**src/rtl/tdev_pkg.sv**
```systemverilog
package tdev_pkg;
  typedef enum logic [2:0] {
    WIN_NONE,
    WIN_SCR_A,
    WIN_SINK,
    WIN_SCR_B,
    WIN_IRQ
  } win_e;

  typedef struct packed {
    win_e win;
    logic size_ok;
  } dec_t;
endpackage

```
**src/rtl/tdev_decode.sv**
```systemverilog
module tdev_decode
  import tdev_pkg::*;
#(
  parameter int ADDR_W     = 16,
  parameter int LANES      = 4,
  parameter int NUM_IRQ    = 24,
  parameter int SCR_A_BASE = 'h00E0,
  parameter int SINK_BASE  = 'h00E4,
  parameter int SCR_B_BASE = 'h00E8,
  parameter int IRQ_BASE   = 'h2000,
  localparam int OFF_W     = $clog2(LANES),
  localparam int SIZE_W    = OFF_W + 1,
  localparam int IDX_W     = $clog2(NUM_IRQ)
) (
  input  logic [ADDR_W-1:0] addr_i,
  input  logic [SIZE_W-1:0] size_i,
  output dec_t              dec_o,
  output logic [OFF_W-1:0]  off_o,
  output logic [IDX_W-1:0]  idx_o
);
  localparam logic [ADDR_W-1:0] A_B   = ADDR_W'(SCR_A_BASE);
  localparam logic [ADDR_W-1:0] S_B   = ADDR_W'(SINK_BASE);
  localparam logic [ADDR_W-1:0] B_B   = ADDR_W'(SCR_B_BASE);
  localparam logic [ADDR_W-1:0] I_B   = ADDR_W'(IRQ_BASE);
  localparam logic [ADDR_W-1:0] W_LEN = ADDR_W'(LANES);
  localparam logic [ADDR_W-1:0] I_LEN = ADDR_W'(NUM_IRQ);

  logic [ADDR_W-1:0] rel_a, rel_s, rel_b, rel_i;
  logic              pow2_ok, fit_a, fit_b;

  always_comb begin
    rel_a   = addr_i - A_B;
    rel_s   = addr_i - S_B;
    rel_b   = addr_i - B_B;
    rel_i   = addr_i - I_B;
    pow2_ok = (size_i != '0) && ((size_i & (size_i - 1'b1)) == '0)
              && (int'(size_i) <= LANES);
    fit_a   = (int'(rel_a[OFF_W-1:0]) + int'(size_i)) <= LANES;
    fit_b   = (int'(rel_b[OFF_W-1:0]) + int'(size_i)) <= LANES;
  end

  always_comb begin
    dec_o = '{win: WIN_NONE, size_ok: 1'b0};
    off_o = '0;
    idx_o = '0;
    if (rel_a < W_LEN) begin
      dec_o.win     = WIN_SCR_A;
      dec_o.size_ok = pow2_ok && fit_a;
      off_o         = rel_a[OFF_W-1:0];
    end else if (rel_s < W_LEN) begin
      dec_o.win     = WIN_SINK;
      dec_o.size_ok = (int'(size_i) == LANES) && (rel_s == '0);
    end else if (rel_b < W_LEN) begin
      dec_o.win     = WIN_SCR_B;
      dec_o.size_ok = pow2_ok && fit_b;
      off_o         = rel_b[OFF_W-1:0];
    end else if (rel_i < I_LEN) begin
      dec_o.win     = WIN_IRQ;
      dec_o.size_ok = (size_i == SIZE_W'(1));
      idx_o         = rel_i[IDX_W-1:0];
    end
  end
endmodule

```
**src/rtl/tdev_scratch.sv**
```systemverilog
module tdev_scratch #(
  parameter int LANES   = 4,
  localparam int OFF_W  = $clog2(LANES),
  localparam int SIZE_W = OFF_W + 1,
  localparam int DATA_W = LANES * 8
) (
  input  logic              clk_i,
  input  logic              rst_ni,
  input  logic              we_i,
  input  logic [OFF_W-1:0]  off_i,
  input  logic [SIZE_W-1:0] size_i,
  input  logic [DATA_W-1:0] wdata_i,
  output logic [DATA_W-1:0] rdata_o,
  output logic [DATA_W-1:0] q_o
);
  logic [DATA_W-1:0] q;

  for (genvar l = 0; l < LANES; l++) begin : g_lane
    logic [7:0]       byte_q;
    logic [OFF_W-1:0] src;
    logic             hit;
    always_comb begin
      src = OFF_W'(l) - off_i;
      hit = (l >= int'(off_i)) && (int'(src) < int'(size_i));
    end
    always_ff @(posedge clk_i or negedge rst_ni) begin
      if (!rst_ni)         byte_q <= '0;
      else if (we_i && hit) byte_q <= wdata_i[{src, 3'b000} +: 8];
    end
    assign q[l*8 +: 8] = byte_q;
  end

  // read: addressed lanes shifted to bit 0
  for (genvar k = 0; k < LANES; k++) begin : g_rd
    logic [OFF_W-1:0] sel;
    logic             use_lane;
    always_comb begin
      sel      = OFF_W'(k) + off_i;
      use_lane = (k < int'(size_i)) && ((k + int'(off_i)) < LANES);
    end
    assign rdata_o[k*8 +: 8] = use_lane ? q[{sel, 3'b000} +: 8] : 8'h00;
  end

  assign q_o = q;

  assert_hold_without_we_R2: assert property (@(posedge clk_i) disable iff (!rst_ni)
    !we_i |=> $stable(q));
endmodule

```
**src/rtl/tdev_irq_bank.sv**
```systemverilog
module tdev_irq_bank #(
  parameter int NUM_IRQ = 24,
  localparam int IDX_W  = $clog2(NUM_IRQ)
) (
  input  logic               clk_i,
  input  logic               rst_ni,
  input  logic               we_i,
  input  logic [IDX_W-1:0]   idx_i,
  input  logic               level_i,
  output logic [NUM_IRQ-1:0] irq_o
);
  for (genvar n = 0; n < NUM_IRQ; n++) begin : g_line
    logic line_q;
    always_ff @(posedge clk_i or negedge rst_ni) begin
      if (!rst_ni)                                line_q <= 1'b0;
      else if (we_i && (idx_i == IDX_W'(n)))      line_q <= level_i;
    end
    assign irq_o[n] = line_q;
  end

  assert_one_line_moves_R6: assert property (@(posedge clk_i) disable iff (!rst_ni)
    $onehot0(irq_o ^ $past(irq_o)));
  assert_change_needs_we_R6: assert property (@(posedge clk_i) disable iff (!rst_ni)
    (irq_o != $past(irq_o)) |-> $past(we_i));
endmodule

```
**src/rtl/tdev_io_top.sv**
```systemverilog
module tdev_io_top
  import tdev_pkg::*;
#(
  parameter int ADDR_W     = 16,
  parameter int LANES      = 4,
  parameter int NUM_IRQ    = 24,
  parameter int SCR_A_BASE = 'h00E0,
  parameter int SINK_BASE  = 'h00E4,
  parameter int SCR_B_BASE = 'h00E8,
  parameter int IRQ_BASE   = 'h2000,
  localparam int OFF_W     = $clog2(LANES),
  localparam int SIZE_W    = OFF_W + 1,
  localparam int DATA_W    = LANES * 8,
  localparam int IDX_W     = $clog2(NUM_IRQ)
) (
  input  logic               clk_i,
  input  logic               rst_ni,
  input  logic [ADDR_W-1:0]  addr_i,
  input  logic               wr_i,
  input  logic               rd_i,
  input  logic [SIZE_W-1:0]  size_i,
  input  logic [DATA_W-1:0]  wdata_i,
  output logic [DATA_W-1:0]  rdata_o,
  output logic               err_o,
  output logic [NUM_IRQ-1:0] irq_o
);
  dec_t              dec;
  logic [OFF_W-1:0]  off;
  logic [IDX_W-1:0]  idx;
  logic              is_scr, rd_eff, err_d, scr_we, irq_we;
  logic [DATA_W-1:0] scr_rdata, scr_q, rdata_d;
  logic [DATA_W-1:0] rdata_q;
  logic              err_q;

  tdev_decode #(
    .ADDR_W(ADDR_W), .LANES(LANES), .NUM_IRQ(NUM_IRQ),
    .SCR_A_BASE(SCR_A_BASE), .SINK_BASE(SINK_BASE),
    .SCR_B_BASE(SCR_B_BASE), .IRQ_BASE(IRQ_BASE)
  ) u_decode (
    .addr_i(addr_i), .size_i(size_i), .dec_o(dec), .off_o(off), .idx_o(idx)
  );

  always_comb begin
    is_scr  = (dec.win == WIN_SCR_A) || (dec.win == WIN_SCR_B);
    rd_eff  = rd_i && !wr_i;                      // write wins on collision
    err_d   = (wr_i || rd_i) && (dec.win != WIN_NONE) && !dec.size_ok;
    scr_we  = wr_i && is_scr && dec.size_ok;
    irq_we  = wr_i && (dec.win == WIN_IRQ) && dec.size_ok;
    rdata_d = (rd_eff && is_scr && dec.size_ok) ? scr_rdata : '0;
  end

  tdev_scratch #(.LANES(LANES)) u_scratch (
    .clk_i(clk_i), .rst_ni(rst_ni), .we_i(scr_we), .off_i(off),
    .size_i(size_i), .wdata_i(wdata_i), .rdata_o(scr_rdata), .q_o(scr_q)
  );

  tdev_irq_bank #(.NUM_IRQ(NUM_IRQ)) u_irq (
    .clk_i(clk_i), .rst_ni(rst_ni), .we_i(irq_we), .idx_i(idx),
    .level_i(wdata_i[7:0] != 8'h00), .irq_o(irq_o)
  );

  always_ff @(posedge clk_i or negedge rst_ni) begin
    if (!rst_ni) begin
      rdata_q <= '0;
      err_q   <= 1'b0;
    end else begin
      rdata_q <= rdata_d;
      err_q   <= err_d;
    end
  end

  assign rdata_o = rdata_q;
  assign err_o   = err_q;

  assert_err_keeps_scratch_R5: assert property (@(posedge clk_i) disable iff (!rst_ni)
    err_o |-> $stable(scr_q));
  assert_err_keeps_irq_R7: assert property (@(posedge clk_i) disable iff (!rst_ni)
    err_o |-> $stable(irq_o));
  assert_rdata_idle_zero_R3: assert property (@(posedge clk_i) disable iff (!rst_ni)
    !$past(rd_eff) |-> (rdata_o == '0));
  assert_collision_no_read_R11: assert property (@(posedge clk_i) disable iff (!rst_ni)
    $past(wr_i && rd_i) |-> (rdata_o == '0));
endmodule

```
**config.mk**
```make
export PLATFORM = sky130hd
export DESIGN_NAME = tdev_io_top
export DESIGN_NICKNAME = d
export VERILOG_FILES = /design/src/rtl/tdev_pkg.sv /design/src/rtl/tdev_decode.sv /design/src/rtl/tdev_scratch.sv /design/src/rtl/tdev_irq_bank.sv /design/src/rtl/tdev_io_top.sv
export SDC_FILE = /design/constraint.sdc
export NUM_CORES = 1
export LEC_CHECK = 0
export BUFFER_PORTS_ARGS = -buffer_cell sky130_fd_sc_hd__buf_4
export CAP_MARGIN = 20
export CORE_MARGIN = 2
export CORE_UTILIZATION = 52
export CTS_CLUSTER_SIZE = 40
export DETAILED_ROUTE_END_ITERATION = 6
export HOLD_SLACK_MARGIN = 0.12
export PLACE_DENSITY = 0.77
export SYNTH_ARGS = -nofsm -noshare
export SYNTH_HDL_FRONTEND = slang
export SYNTH_SLANG_ARGS = --single-unit
```
**constraint.sdc**
```tcl
create_clock -name clk_i -period 1.1 [get_ports clk_i]
set_input_delay 0.055 -clock clk_i [delete_from_list [all_inputs] [get_ports clk_i]]
set_output_delay 0.055 -clock clk_i [all_outputs]
set_load 0.02 [all_outputs]
```
Word-level counts from Yosys, hierarchy flattened
Cells that the tools add are included.
{"block": "word_totals", "word_cells": 181, "ff_bits": 89, "inputBits": 55, "out_inout_bits": 57}
{"block": "op_classes", "n_mux": 16, "n_reduce_logical": 59, "n_eq_ne": 28, "order_cmp": 22, "shift": 8, "bitwise": 1, "addsub": 17}
{"operator": "$shiftx 32x6->8", "count": 8}
{"operator": "$lt 32x4->1 const B", "count": 3}
{"operator": "$le 32x4->1 const B", "count": 2}
{"operator": "$logic_and 1x1->1", "count": 49}
{"operator": "$lt 16x3->1 const B", "count": 3}
{"operator": "$sub 16x8->16 const B", "count": 3}
{"operator": "$eq 5x4->1 const B", "count": 8}
{"operator": "$eq 5x5->1 const B", "count": 8}
{"operator": "$mux 32", "count": 1}
{"operator": "$mux 8", "count": 4}
{"operator": "$eq 5x3->1 const B", "count": 4}
{"operator": "$mux 5", "count": 4}
{"operator": "$logic_not 16->1", "count": 1}
{"operator": "$lt 16x5->1 const B", "count": 1}
{"operator": "$mux 4", "count": 4}
{"operator": "$sub 16x14->16 const B", "count": 1}
{"operator": "$lt 2x3->1", "count": 4}
{"operator": "$eq 5x2->1 const B", "count": 2}
{"operator": "$add 2x3->4", "count": 2}
{"operator": "$reduce_bool 8->1", "count": 1}
{"operator": "$add 2x2->3 const A", "count": 2}
{"operator": "$eq 3x1->1 const B", "count": 2}
{"operator": "$eq 3x3->1 const B", "count": 2}
{"operator": "$lt 1x3->1 const A", "count": 2}
{"operator": "20 further kinds", "count": 30}

Depth between registers and ports, before layout
{"block": "depth", "ltp_word": 14, "mapped_depth": 19, "mapped_depth_nobuf": 14}

Hierarchy
A second synthesis with hierarchy kept.
{"block": "unflattened", "hier_cells": 565, "area_unflattened_um2": 6568.8}
{"module": "tdev_scratch", "cells_each": 208, "seq_area_each_um2": 800.8, "instances": 1, "area_per_inst_um2": 3118.0}
{"module": "tdev_irq_bank", "cells_each": 114, "seq_area_each_um2": 600.6, "instances": 1, "area_per_inst_um2": 1386.3}
{"module": "tdev_io_top", "cells_each": 114, "seq_area_each_um2": 825.8, "instances": 1, "area_per_inst_um2": 1209.9}
{"module": "tdev_decode", "cells_each": 129, "seq_area_each_um2": 0.0, "instances": 1, "area_per_inst_um2": 854.6}

Worst setup path after synthesis
Ideal clock, no wire load.
{"block": "synth_path", "kind": "input-to-reg", "start": "input addr_i[13]", "end": "register u_scratch.g_lane[2].byte_q[0]", "setup_time_ns": 0.125, "slack_ns": -3.681, "arrival_time_ns": 4.656, "n_path_buf": 5, "t_required_ns": 0.975, "stages": 19, "cell_sequence": "clkbuf_1 inv_1 ha_1 a21bo_2 o31a_1 or3_4 or3_1 buf_2 buf_6 a21oi_1 inv_1 ha_1 clkbuf_1 inv_2 buf_2 ha_1 nor2_1 o311ai_2 mux2_2"}
{"block": "synth_via", "elab_chain_len": 11, "elab_cells_between_ends": 28, "cone_classes": "add/sub (5); order compare (6); eq/ne (2); shift (1); mux (7); reduce/logical (7)"}
{"item": "start, declared", "line_no": "tdev_io_top.sv:18", "source": "input logic [ADDR_W-1:0] addr_i,"}
{"item": "branches (longest 11 deep; another with $sub 16x8->16)"}
{"item": "end signal, assigned", "line_no": "tdev_scratch.sv:28", "source": "else if (we_i && hit) byte_q <= wdata_i[{src, 3'b000} +: 8];"}
{"item": "end, declared", "line_no": "tdev_scratch.sv:19", "source": "logic [7:0] byte_q;"}
Several ways; the timed one is not identified.
A chain may end at the register's enable or synchronous reset.

Final worst setup path
{"block": "layout_path", "start": "input addr_i[8]", "end": "register u_scratch.g_lane[2].byte_q[2]"}
Same word-level chain as after synthesis.

==> impl_metrics.py <==
metrics = {
    "critical_path": {
        "ff2ff_setup_slack_ns": -0.19,
        "startpoint": "addr_i[8]",
        "worstPathRequired_ns": 1.34,
        "rr_endpoint": "rdata_o[26]$_DFF_PN0_",
        "critPathMostFrequentCell": "or3_4",
        "crit_cells": 14,
        "crit_end": "u_scratch.g_lane[2].byte_q[2]$_DFFE_PN0P_",
        "cp-start-kind": "input port",
        "cp_top_family": "simple AND/OR/NAND/NOR gates",
        "crit_fanout": 6,
        "r2r-start": "u_scratch.g_lane[2].byte_q[2]$_DFFE_PN0P_",
        "reg2reg_depth": 2,
        "cp_cell_sequence": "buf_6, or3_4, o31a_1, or3_4, or3_4, a21oi_4, inv_2, ha_4, inv_12, ha_4, nor2_4, o311ai_4, buf_12, mux2_4",
        "critical-path-max-stage-delay_ns": 0.40,
        "cp_data_arrival_time_ns": 3.30,
        "cp_slowest_cell": "or3_4",
        "endpoint_kind": "register",
        "path_buf_inv": 4,
        "criticalPathCategory": "in -> reg",
    },
    "synth": {
        "ys_ff_latch": 89,
        "synth_common_cells": "89 x dfrtp_1, 68 x mux2_2, 63 x nor3_1, 30 x nor2_1",
        "synth_top_family_by_area": "multiplexers",
        "synth_edf_count": 0,
        "async_reset_ff_frac": 1.000,
        "synth_adder_area_share": 0.02715,
        "syn_area_per_cell_sq_um": 10.80,
        "synthXorXnorAreaFrac": 0.003905,
        "synthMuxAreaShare": 0.2674,
        "synth_flop_cell": "dfrtp_1",
        "yosysTopAreaCellShare": 0.3310,
        "ys_seq_area_frac": 0.3310,
        "syn_inst": 623,
        "synth_cell_types": 72,
        "netlist_top_cells_area": "dfrtp_1 33%, mux2_2 11%, mux4_2 7.4%",
        "yosys.area.top_type": "dfrtp_1",
        "syn_nets": 692,
        "yosys.cell_count.top_type": "dfrtp_1",
        "yosysWarningCount": 0,
        "synth_simple_gate_area_share": 0.1830,
        "netlist_area_sq_um": 6729,
        "synth_compound_area_frac": 0.1097,
    },
    "finish": {
        "diodes": 0,
        "fin_cells": 1045,
        "multiInputGateArea_sq_um": 4910,
        "syn2layout_area_growth_pct": 56.10,
        "drive_gt1_frac": 0.6002,
        "finalInstanceArea_sq_um": 10500,
        "finalNetCount": 937,
        "final-seq-area_sq_um": 2227,
        "finish.utilization": 0.8323,
        "fillCellCount": 629,
    },
    "drt": {
        "detail-route-antenna-nets": 0,
        "via_per_inst": 6.735,
        "totalWireLength_mm": 27.08,
        "drt_iter0_drc": 657,
        "wire_per_inst_um": 25.91,
        "drtPass1Iterations": 5,
        "vias": 7038,
        "drc": 0,
    },
    "placed_design": {
        "dp.cells": 974,
        "gp_congestion": 0.9333,
        "dp_slack_ns": -2.591,
        "port_buffers": 111,
        "place_hpwl_mm": 15.41,
        "placed_cell_area_sq_um": 9056,
    },
    "die": {
        "die_y_um": 117.8,
        "die_area_sq_um": 13870,
        "initial_core_util": 0.5332,
        "ios": 112,
        "die_x_um": 117.8,
        "core_sq_um": 12620,
        "fp-row-count": 41,
    },
    "sta": {
        "worstMarginPinSlew_ns": 0.6957,
        "rsz0062_at_grt": "true",
        "fin_setup_tns_ns": -148.84,
        "finalCritPeriodShare": 2.777,
        "slew_violations": 0,
        "fmax_mhz": 327.3,
        "hold_viol_final": 0,
        "skew_ns": 0.009061,
        "layout_min_cycle_time_ns": 3.055,
        "setup_viol_count_final": 89,
        "setup_slack_ns": -1.955,
        "max_slew_margin": 0.5242,
    },
    "global_routing": {
        "antenna_found_initial": 0,
        "overflow": 0,
        "gr-usage-all-layers": 0.3588,
        "grt_max_degree": 37,
        "grt_pass1_wl_mm": 38.77,
        "grt_pass1_vias": 7054,
    },
    "clock_network": {
        "clock_latency_ns": 0.36,
        "h-tree-depth": 3,
        "clk_pin_slew_ns": 0.07,
        "cts_buffer_depth": 2,
        "clock_sinks": 89,
        "cts_made_buffers": 9,
        "cts_root_buffer": "clkbuf_16",
        "cts_tree": "done",
    },
    "run_status": {
        "violations": "setup timing",
        "outcome": "finished with violations",
    },
    "power_and_ir_drop": {
        "p_per_area_nw_per_um2": 728.3,
        "ir_drop_mv": 0.8859,
        "p_leak_nw": 4.626,
    },
    "hold_path": {
        "hold_class": "in -> async",
    },
    "run": {
        "drv_cap": 0,
    },
}
-- routing by layer --
layer  GRT usage  share of wire  vias up
li1            -              -     2874
met1      0.4385           0.36     3442
met2      0.5839           0.48      546
met3     0.08285          0.090      176
met4      0.2078          0.067        0
met5           0              0        -
-- cell type report --
cell class	instances	share of cell area
tap	172	0.02049
clock inverter	5	0.003693
inverter	16	0.007862
multi-input combinational	447	0.4674
clock buffer	11	0.02216
timing repair buffer	305	0.2663
sequential	89	0.2120
-- worst min path at each step --
stage                       from                     to  slack (ns)  cells past startpoint
after floorplan           rst_ni        err_o$_DFF_PN0_       -0.24                      0
after global placement    rst_ni  rdata_o[28]$_DFF_PN0_       -0.03                      1
after detailed placement  rst_ni  rdata_o[28]$_DFF_PN0_       -0.03                      1
after CTS                 rst_ni  rdata_o[28]$_DFF_PN0_        0.14                      2
after global routing      rst_ni   rdata_o[2]$_DFF_PN0_        0.17                      2
final                     rst_ni  rdata_o[26]$_DFF_PN0_        0.14                      2
-- power breakdown --
group / switching (W) / internal [W]
sequential: 0.00000158 / 0.00327
combinational: 0.000758 / 0.000676
clock: 0.00139 / 0.00155
-- kinds of logic after synthesis --
group | Yosys count
flops | 89
compound gates | 88
fa+ha+maj | 14
xor+xnor | 3
buf+inv | 87
simple gates | 228
mux | 114
-- what timing repair did --
item	in CTS	in global routing
setup buffers	35	18
hold buffers	3	0
cloned	6	0
pin swaps	31	19
setup endpoints to repair	89	89
endpoints found under the hold margin	90	0
gates resized for setup	117	43
-- metrics by stage --
| step | hold WS, ns | total power (W) |
|---|---|---|
| 2_1_floorplan | -0.2406 | 0.003882 |
| 3_3_place_gp | -0.03475 | 0.004477 |
| 3_5_place_dp | -0.02605 | 0.004512 |
| 4_1_cts | 0.1436 | 0.007488 |
| 5_1_grt | 0.1723 | 0.007818 |
| 6_report | 0.1410 | 0.007650 |
-- worst reg2reg max path, delay by kind of cell (launching register included) --
kind,cells,cell delay [ns]
AND/OR/NAND/NOR,1,0.16
flip-flops,1,0.48
multiplexers,1,0.55
-- registers in the layout (all words and copies together), names as in the netlist --
signal,cells
rdata_o,32
err_o,1
u_irq.g_line.line_q,24
u_scratch.g_lane.byte_q,32
-- layout by cell type, fill, tap and decap left out, types with 5 or more instances in the layout --
cell       Yosys  layout
mux4_1        18      14
buf_12         3      20
nand4_1        5       5
and2_1        25      18
a2111oi_0     16      15
inv_1         15      10
nor3_1        63      37
buf_8          1       9
buf_6          5      24
clkbuf_16      0      12
mux4_2        22      26
ha_1          13       5
nand2_2        0       7
nand3_1       29      28
nor2_1        30      28
dfrtp_1       89      89
and2_4         0       7
nor4_1        10       5
a21oi_2        0      10
a211oi_1      19      19
mux2_4         0      56
nor3_4         0      26
and3_1         5       5
nand2_1       29      20
buf_4         24     244
mux2_2        68      16
ha_4           0       7
Power figures use the tool's default switching activity.
